--- config.mk ---
export PLATFORM = sky130hd
export DESIGN_NAME = irq_entry_ctrl
export DESIGN_NICKNAME = d
export VERILOG_FILES = /design/src/rtl/irq_entry_pkg.sv /design/src/rtl/irq_entry_ctrl_fsm.sv /design/src/rtl/irq_entry_datapath.sv /design/src/rtl/irq_entry_ctrl.sv
export SDC_FILE = /design/constraint.sdc
export NUM_CORES = 1
export LEC_CHECK = 0
export ABC_AREA = 1
export BUFFER_PORTS_ARGS = -buffer_cell sky130_fd_sc_hd__buf_2
export CORE_ASPECT_RATIO = 0.7
export CORE_UTILIZATION = 53
export CTS_BUF_LIST = sky130_fd_sc_hd__clkbuf_4
export DETAILED_ROUTE_END_ITERATION = 8
export PLACE_DENSITY = 0.88
export SLEW_MARGIN = 30
export SYNTH_ARGS = -nofsm -noshare
export SYNTH_HDL_FRONTEND = slang
export SYNTH_HIERARCHICAL = 1
export SYNTH_SLANG_ARGS = --single-unit
--- constraint.sdc ---
create_clock -name clk -period 2.1 [get_ports clk]
set_clock_uncertainty 0.2 [all_clocks]
set_input_delay 0.21 -clock clk [delete_from_list [all_inputs] [get_ports clk]]
set_output_delay 0.21 -clock clk [all_outputs]
set_load 0.01 [all_outputs]
--- src/rtl/irq_entry_pkg.sv ---
package irq_entry_pkg;

  typedef enum logic [1:0] {
    CSR_PEND = 2'd0,
    CSR_MASK = 2'd1,
    CSR_STAT = 2'd2,
    CSR_BASE = 2'd3
  } csr_sel_t;

  typedef struct packed {
    logic wrPend;
    logic wrMask;
    logic wrStat;
    logic wrBase;
    logic takeIrq;
  } ctrl_strobes_t;

  localparam int STAT_W = 2;
  localparam logic [STAT_W-1:0] STAT_ON_ENTRY = 2'b10;

endpackage

--- src/rtl/irq_entry_ctrl_fsm.sv ---
module irq_entry_ctrl_fsm
  import irq_entry_pkg::*;
#(
  parameter int NUM_LINES = 32
) (
  input  logic                 clk,
  input  logic                 rstN,
  input  logic [NUM_LINES-1:0] irqLines,
  input  logic                 instrDone,
  input  logic                 csrWrEn,
  input  logic [1:0]           csrAddr,
  input  logic                 maskedAny,
  input  logic                 enableBit,
  output ctrl_strobes_t        strobes
);

  logic armed;
  logic anyLine;
  csr_sel_t sel;

  assign anyLine = |irqLines;
  assign sel     = csr_sel_t'(csrAddr);

  // A check is armed while lines are seen high; each boundary consumes it.
  always_ff @(posedge clk) begin
    if (!rstN) begin
      armed <= 1'b0;
    end else begin
      armed <= (armed & ~instrDone) | anyLine;
    end
  end

  always_comb begin
    strobes         = '0;
    strobes.wrPend  = csrWrEn && (sel == CSR_PEND);
    strobes.wrMask  = csrWrEn && (sel == CSR_MASK);
    strobes.wrStat  = csrWrEn && (sel == CSR_STAT);
    strobes.wrBase  = csrWrEn && (sel == CSR_BASE);
    strobes.takeIrq = instrDone && armed && enableBit && maskedAny;
  end

endmodule

--- src/rtl/irq_entry_datapath.sv ---
module irq_entry_datapath
  import irq_entry_pkg::*;
#(
  parameter int NUM_LINES  = 32,
  parameter int XLEN       = 32,
  parameter int EXC_ID     = 6,
  parameter int ALIGN_BITS = 8
) (
  input  logic                 clk,
  input  logic                 rstN,
  input  ctrl_strobes_t        strobes,
  input  logic [NUM_LINES-1:0] irqLines,
  input  logic [1:0]           csrAddr,
  input  logic [XLEN-1:0]      csrWrData,
  output logic [XLEN-1:0]      csrRdData,
  output logic [XLEN-1:0]      vectorPc,
  output logic                 maskedAny,
  output logic                 enableBit,
  output logic [NUM_LINES-1:0] pendState,
  output logic [NUM_LINES-1:0] maskState,
  output logic [STAT_W-1:0]    statState,
  output logic [XLEN-1:0]      baseState
);

  localparam int HI_W = XLEN - ALIGN_BITS;
  localparam logic [XLEN-1:0] VEC_OFF = XLEN'(EXC_ID * 32);

  logic [HI_W-1:0] baseHi;

  // Pending: per-bit sticky set, write-one-to-clear, set wins.
  for (genvar i = 0; i < NUM_LINES; i++) begin : g_pend
    always_ff @(posedge clk) begin
      if (!rstN) begin
        pendState[i] <= 1'b0;
      end else if (irqLines[i]) begin
        pendState[i] <= 1'b1;
      end else if (strobes.wrPend && csrWrData[i]) begin
        pendState[i] <= 1'b0;
      end
    end
  end

  always_ff @(posedge clk) begin
    if (!rstN) begin
      maskState <= '0;
      statState <= '0;
      baseHi    <= '0;
    end else begin
      if (strobes.wrMask) maskState <= csrWrData[NUM_LINES-1:0];
      if (strobes.takeIrq)     statState <= STAT_ON_ENTRY;
      else if (strobes.wrStat) statState <= csrWrData[STAT_W-1:0];
      if (strobes.wrBase) baseHi <= csrWrData[XLEN-1:ALIGN_BITS];
    end
  end

  assign baseState = {baseHi, {ALIGN_BITS{1'b0}}};
  assign vectorPc  = baseState + VEC_OFF;
  assign maskedAny = |(maskState & pendState);
  assign enableBit = statState[0];

  always_comb begin
    csrRdData = '0;
    unique case (csr_sel_t'(csrAddr))
      CSR_PEND: csrRdData = XLEN'(pendState);
      CSR_MASK: csrRdData = XLEN'(maskState);
      CSR_STAT: csrRdData = XLEN'(statState);
      CSR_BASE: csrRdData = baseState;
      default:  csrRdData = '0;
    endcase
  end

endmodule

--- src/rtl/irq_entry_ctrl.sv ---
module irq_entry_ctrl
  import irq_entry_pkg::*;
#(
  parameter int NUM_LINES  = 32,
  parameter int XLEN       = 32,
  parameter int EXC_ID     = 6,
  parameter int ALIGN_BITS = 8,
  parameter int RET_REG    = 30
) (
  input  logic                 clk,
  input  logic                 rstN,
  input  logic [NUM_LINES-1:0] irqLines,
  input  logic                 csrWrEn,
  input  logic [1:0]           csrAddr,
  input  logic [XLEN-1:0]      csrWrData,
  output logic [XLEN-1:0]      csrRdData,
  input  logic                 instrDone,
  input  logic [XLEN-1:0]      curPc,
  output logic                 redirectValid,
  output logic [XLEN-1:0]      redirectPc,
  output logic                 excAddrWrEn,
  output logic [4:0]           excAddrIdx,
  output logic [XLEN-1:0]      excAddrData
);

  ctrl_strobes_t          strobes;
  logic                   maskedAny;
  logic                   enableBit;
  logic [XLEN-1:0]        vectorPc;
  logic [NUM_LINES-1:0]   pendState;
  logic [NUM_LINES-1:0]   maskState;
  logic [STAT_W-1:0]      statState;
  logic [XLEN-1:0]        baseState;

  irq_entry_ctrl_fsm #(.NUM_LINES(NUM_LINES)) u_ctrl (
    .clk       (clk),
    .rstN      (rstN),
    .irqLines  (irqLines),
    .instrDone (instrDone),
    .csrWrEn   (csrWrEn),
    .csrAddr   (csrAddr),
    .maskedAny (maskedAny),
    .enableBit (enableBit),
    .strobes   (strobes)
  );

  irq_entry_datapath #(
    .NUM_LINES (NUM_LINES),
    .XLEN      (XLEN),
    .EXC_ID    (EXC_ID),
    .ALIGN_BITS(ALIGN_BITS)
  ) u_dp (
    .clk       (clk),
    .rstN      (rstN),
    .strobes   (strobes),
    .irqLines  (irqLines),
    .csrAddr   (csrAddr),
    .csrWrData (csrWrData),
    .csrRdData (csrRdData),
    .vectorPc  (vectorPc),
    .maskedAny (maskedAny),
    .enableBit (enableBit),
    .pendState (pendState),
    .maskState (maskState),
    .statState (statState),
    .baseState (baseState)
  );

  assign redirectValid = strobes.takeIrq;
  assign redirectPc    = vectorPc;
  assign excAddrWrEn   = strobes.takeIrq;
  assign excAddrIdx    = 5'(RET_REG);
  assign excAddrData   = curPc;

endmodule

==> results of run 1 <==
report_power, final:
| group | switching (W) | internal (W) |
|---|---|---|
| Sequential | 0.0000769 | 0.00184 |
| Combinational | 0.000377 | 0.000342 |
| Clock | 0.000623 | 0.000251 |
| Total | 0.00108 | 0.00243 |
timing repair:
action / in CTS / in global routing
pin swaps: 0 / 8
hold endpoints to repair: 91 / 0
setup endpoints to repair: 2 / 2
gates resized for setup: 1 / 29
buffers inserted: 0 / 5
hold buffers: 95 / 0
how the worst max path moves through the flow:
stage	depth (start not counted)	end
finish	9	excAddrWrEn
detailed placement	6	u_dp/pendState[19]$_SDFFE_PN0P_
global route	9	excAddrWrEn
CTS	9	excAddrWrEn
floorplan	9	redirectValid
global placement	6	u_dp/pendState[11]$_SDFFE_PN0P_
layout by cell type, fill, tap and decap left out, types with 16 or more instances in the layout:
master,instances
nand2_1,141
dfxtp_1,70
buf_2,125
o21ai_0,68
dfxtp_2,21
buf_4,16
dlygate4sd3_1,95
nor2_1,31
nand3_1,30
inv_1,71
o21ai_1,20
a21oi_1,91
per-layer routing:
metal  up-vias  wire length [um]  track usage (%)
met5         -                 0                0
met4         0               289             9.87
met3        41              1410             8.12
met2       304              6730             52.4
met1      2309              5710             35.9
li1       2380                 -                -
cell type report:
| type | instances | share of cell area, % |
|---|---|---|
| Sequential cell | 91 | 30.8 |
| Clock buffer | 9 | 1.12 |
| Timing Repair Buffer | 239 | 28.9 |
| Inverter | 75 | 4.69 |
| Multi-Input combinational cell | 411 | 31.2 |
| Clock inverter | 7 | 0.833 |
| Tap cell | 120 | 2.50 |
metrics by stage:
stage	worst slack [ps]	total power [W]	setup TNS [ps]	cells
6_report	115	0.00350	0	952
5_1_grt	-2.95	0.00366	-5.35	952
4_1_cts	65.5	0.00346	0	947
3_5_place_dp	347	0.00246	0	836
3_3_place_gp	459	0.00244	0	836
2_1_floorplan	613	0.00235	0	679
registers in the layout, indices dropped and copies added (netlist names):
register,flops
u_dp/maskState,32
u_dp/pendState,32
u_dp/baseHi,24
u_dp/statState,2
u_ctrl/armed,1
worst max-delay path: stages, from the launching register on:
cell     delay (ps)
dfxtp_1         400
nand2_1          60
nand2_1         100
nor2_1           60
nand2_1          60
nor2_1           40
nand2_1          70
nand2_2          60
nor2_4          160
buf_6           130
==> impl_metrics.tcl, run 1 <==
set metrics [dict create \
    grt_pass1_wl_um 21200 \
    grtUsageTotal_pct 30.0 \
    cts-root-buf "clkbuf_4" \
    multi_input_area_um2 1870 \
    portBuffers 127 \
    postSynthAreaPerCell_um2 6.88 \
    coreArea_um2 8440 \
    final_core_util_pct 71.2 \
    r2r-start "u_dp/maskState[12]$_SDFFE_PN0P_" \
    cts_inserted_buffers 9 \
    drt_first_pass_iters 5 \
    start_util_pct 54.6 \
    rsz0062_at_grt "true" \
    worst_setup_path_start_kind "register" \
    drtIter0Drc 515 \
    cts_sinks 91 \
    routedWlPerCell_um 14.8 \
    die_area_um2 9080 \
    htreeDepth 3 \
    fp.dieH_um 80.0 \
    ys_warn_count 6 \
    cts_tree "yes" \
    first_global_vias 4582 \
    overflow 0 \
    clkLatencyLatePin_ps 450 \
    design_area_um2 6010 \
    drive_gt1_share_pct 23.1 \
    fin_hold_ws_ps 72.3 \
    grt_start_max_net_pins 35 \
    hold_class "in2reg" \
    drc_errors 0 \
    reg2reg_setup_slack_ps 520 \
    via_per_inst 5.29 \
    fill_cells 668 \
    seq_area_um2 1850 \
    cp_max_fo 4 \
    p_per_area_nw_per_um2 583 \
    cp.required_ps 1690 \
    status "finished, final reports clean" \
    fp.dieW_um 113 \
    slew_headroom_pct 64.8 \
    end_kind "output port" \
    clk_pin_slew_ps 170 \
    clockBufferDepth 2 \
    dp_hpwl_um 8630 \
    crit_start "u_dp/maskState[16]$_SDFFE_PN0P_" \
    diodes 0 \
    min_from "instrDone" \
    ios 205 \
    max_freq_mhz 504 \
    ir_worst_vdd_mv 0.346 \
    r2r_cells 11 \
    num_vias 5034 \
    gp_congestion 0.814 \
    fin_crit_ps 1990 \
    nets 929 \
    antenna_found_initial 0 \
    hold_viol_final 0 \
    syn_to_final_growth_pct 30.3 \
    setup_violations 0 \
    power.leakage_nw 3.06 \
    timing.final.crit_share_pct 94.5 \
    crit_arrival_ps 1580 \
    holdPathStages 6 \
    finalWirelength_um 14100 \
    r2r-end "u_dp/statState[0]$_SDFFE_PP0P_" \
    critPathKind "reg2out" \
    synthesis.area_um2 4610 \
    row_count 28 \
    min_to "u_ctrl/armed$_SDFF_PN0_" \
    drv_cap 0 \
    slew_violations 0 \
    postSynthCellCount 670 \
    placed_area_um2 4840 \
    tightest_slew_ps 527 \
    ant_nets 0 \
]
No activity file was read; power rests on OpenSTA's default activity.
==> run 2: changes to the inputs <==
--- a/config.mk
+++ b/config.mk
@@ -11,6 +11,7 @@
 export CORE_UTILIZATION = 53
 export CTS_BUF_LIST = sky130_fd_sc_hd__clkbuf_4
 export DETAILED_ROUTE_END_ITERATION = 8
+export MAX_ROUTING_LAYER = met4
 export PLACE_DENSITY = 0.88
 export SLEW_MARGIN = 30
 export SYNTH_ARGS = -nofsm -noshare
==> impl_metrics.tcl, run 2 (synthesized netlist as in run 1, its figures left out) <==
set metrics [dict create \
    status "finished, final reports clean" \
    start_util_pct 54.6 \
    clk_pin_slew_ps 160 \
    hold_viol_final 0 \
    critPathKind "reg2out" \
    layout_commonest_cell "nand2_1" \
    antenna_found_initial 0 \
    fp.dieW_um 113 \
    grt_start_max_net_pins 35 \
    ir_worst_vdd_mv 0.347 \
    final_core_util_pct 71.2 \
    nets 929 \
    ios 205 \
    die_area_um2 9080 \
    max_freq_mhz 502 \
    drc_errors 0 \
    timing.final.crit_share_pct 94.8 \
    power.leakage_nw 3.06 \
    slew_violations 0 \
    cts_inserted_buffers 9 \
    first_global_vias 4573 \
    p_per_area_nw_per_um2 583 \
    portBuffers 127 \
    setup_violations 0 \
    num_vias 5032 \
    clockBufferDepth 2 \
    crit_arrival_ps 1580 \
    drive_gt1_share_pct 23.2 \
    clkLatencyLatePin_ps 440 \
    gp_congestion 0.826 \
    tightest_slew_ps 535 \
    fp.dieH_um 80.0 \
    drv_cap 0 \
    cp.required_ps 1690 \
    hold_class "in2reg" \
    slew_headroom_pct 64.3 \
    ant_nets 0 \
    drtIter0Drc 489 \
    cp_max_fo 4 \
    syn_to_final_growth_pct 30.3 \
    dp_hpwl_um 8630 \
    finalWirelength_um 14200 \
    cts-root-buf "clkbuf_4" \
    finalPower_w 0.00350 \
    diodes 0 \
    most-common-layout-cells "nand2_1 (141), buf_2 (125), dlygate4sd3_1 (95)" \
    coreArea_um2 8440 \
    routedWlPerCell_um 14.9 \
    htreeDepth 3 \
    holdPathStages 6 \
    row_count 28 \
    grtUsageTotal_pct 30.9 \
    overflow 0 \
    end_kind "output port" \
    largest_registers "u_dp/maskState (32), u_dp/pendState (32), u_dp/baseHi (24)" \
    fill_cells 667 \
    grt_pass1_wl_um 21200 \
    via_per_inst 5.29 \
    drt_first_pass_iters 5 \
    cts_sinks 91 \
    worst_setup_path_start_kind "register" \
    cts_tree "yes" \
    r2r_cells 11 \
    rsz0062_at_grt "true" \
    fin_crit_ps 1990 \
]
-- run 2: cell type report --
type                    instances  area [um^2]  area share, %
clock buffers                   9         67.6           1.12
clock inverters                 7         50.0          0.833
inverters                      75          282           4.68
multi-input cells             411         1870           31.1
flip-flops and latches         91         1850           30.8
well taps                     120          150           2.50
repair buffers                239         1740           28.9
-- run 2: path summary, 6_finish.rpt --
kind / start / slack (ps) / end
worst max-delay path: u_dp/maskState[16]$_SDFFE_PN0P_ / 110 / excAddrWrEn
worst min-delay path: instrDone / 70 / u_ctrl/armed$_SDFF_PN0_
worst max register to register: u_dp/maskState[12]$_SDFFE_PN0P_ / 490 / u_dp/statState[0]$_SDFFE_PP0P_
worst min register to register: u_dp/statState[1]$_SDFFE_PN0P_ / 290 / u_dp/statState[1]$_SDFFE_PN0P_
-- run 2: through the flow --
step,cell area (um^2),cells,setup slack (ps),hold WS [ps],TNS (ps)
2_1_floorplan,4640,679,613,122,0
3_3_place_gp,4840,836,459,220,0
3_5_place_dp,4840,836,347,220,0
4_1_cts,5910,947,65.5,28.1,0
5_1_grt,6010,952,-2.95,57.2,-5.34
6_report,6010,952,109,69.1,0
-- run 2: what timing repair did --
| action | 4_1_cts | 5_1_grt |
|---|---|---|
| endpoints found under the setup margin | 2 | 2 |
| pin swaps | 0 | 8 |
| setup buffers | 0 | 5 |
| resized for setup | 1 | 30 |
| hold buffers | 95 | 0 |
| hold endpoints to repair | 91 | 0 |
-- run 2: layer usage --
| layer | vias to the layer above | global-route usage, % | wire length, um |
|---|---|---|---|
| met1 | 2267 | 36.2 | 5650 |
| met3 | 38 | 7.67 | 1450 |
| met2 | 350 | 52.4 | 6840 |
| met4 | 0 | 9.87 | 250 |
| met5 | - | - | 0 |
| li1 | 2377 | - | - |
-- run 2: worst max-delay path, stage by stage (launching register included) --
cell and delay (ps):
dfxtp_1 390, nand2_1 60, nand2_1 110, nor2_1 60
nand2_1 60, nor2_1 30, nand2_1 70, nand2_2 60
nor2_4 160, buf_6 130
-- run 2: power breakdown --
group / switching, W / internal (W)
Combinational: 0.000378 / 0.000342
Clock: 0.000619 / 0.000251
Sequential: 0.0000771 / 0.00184
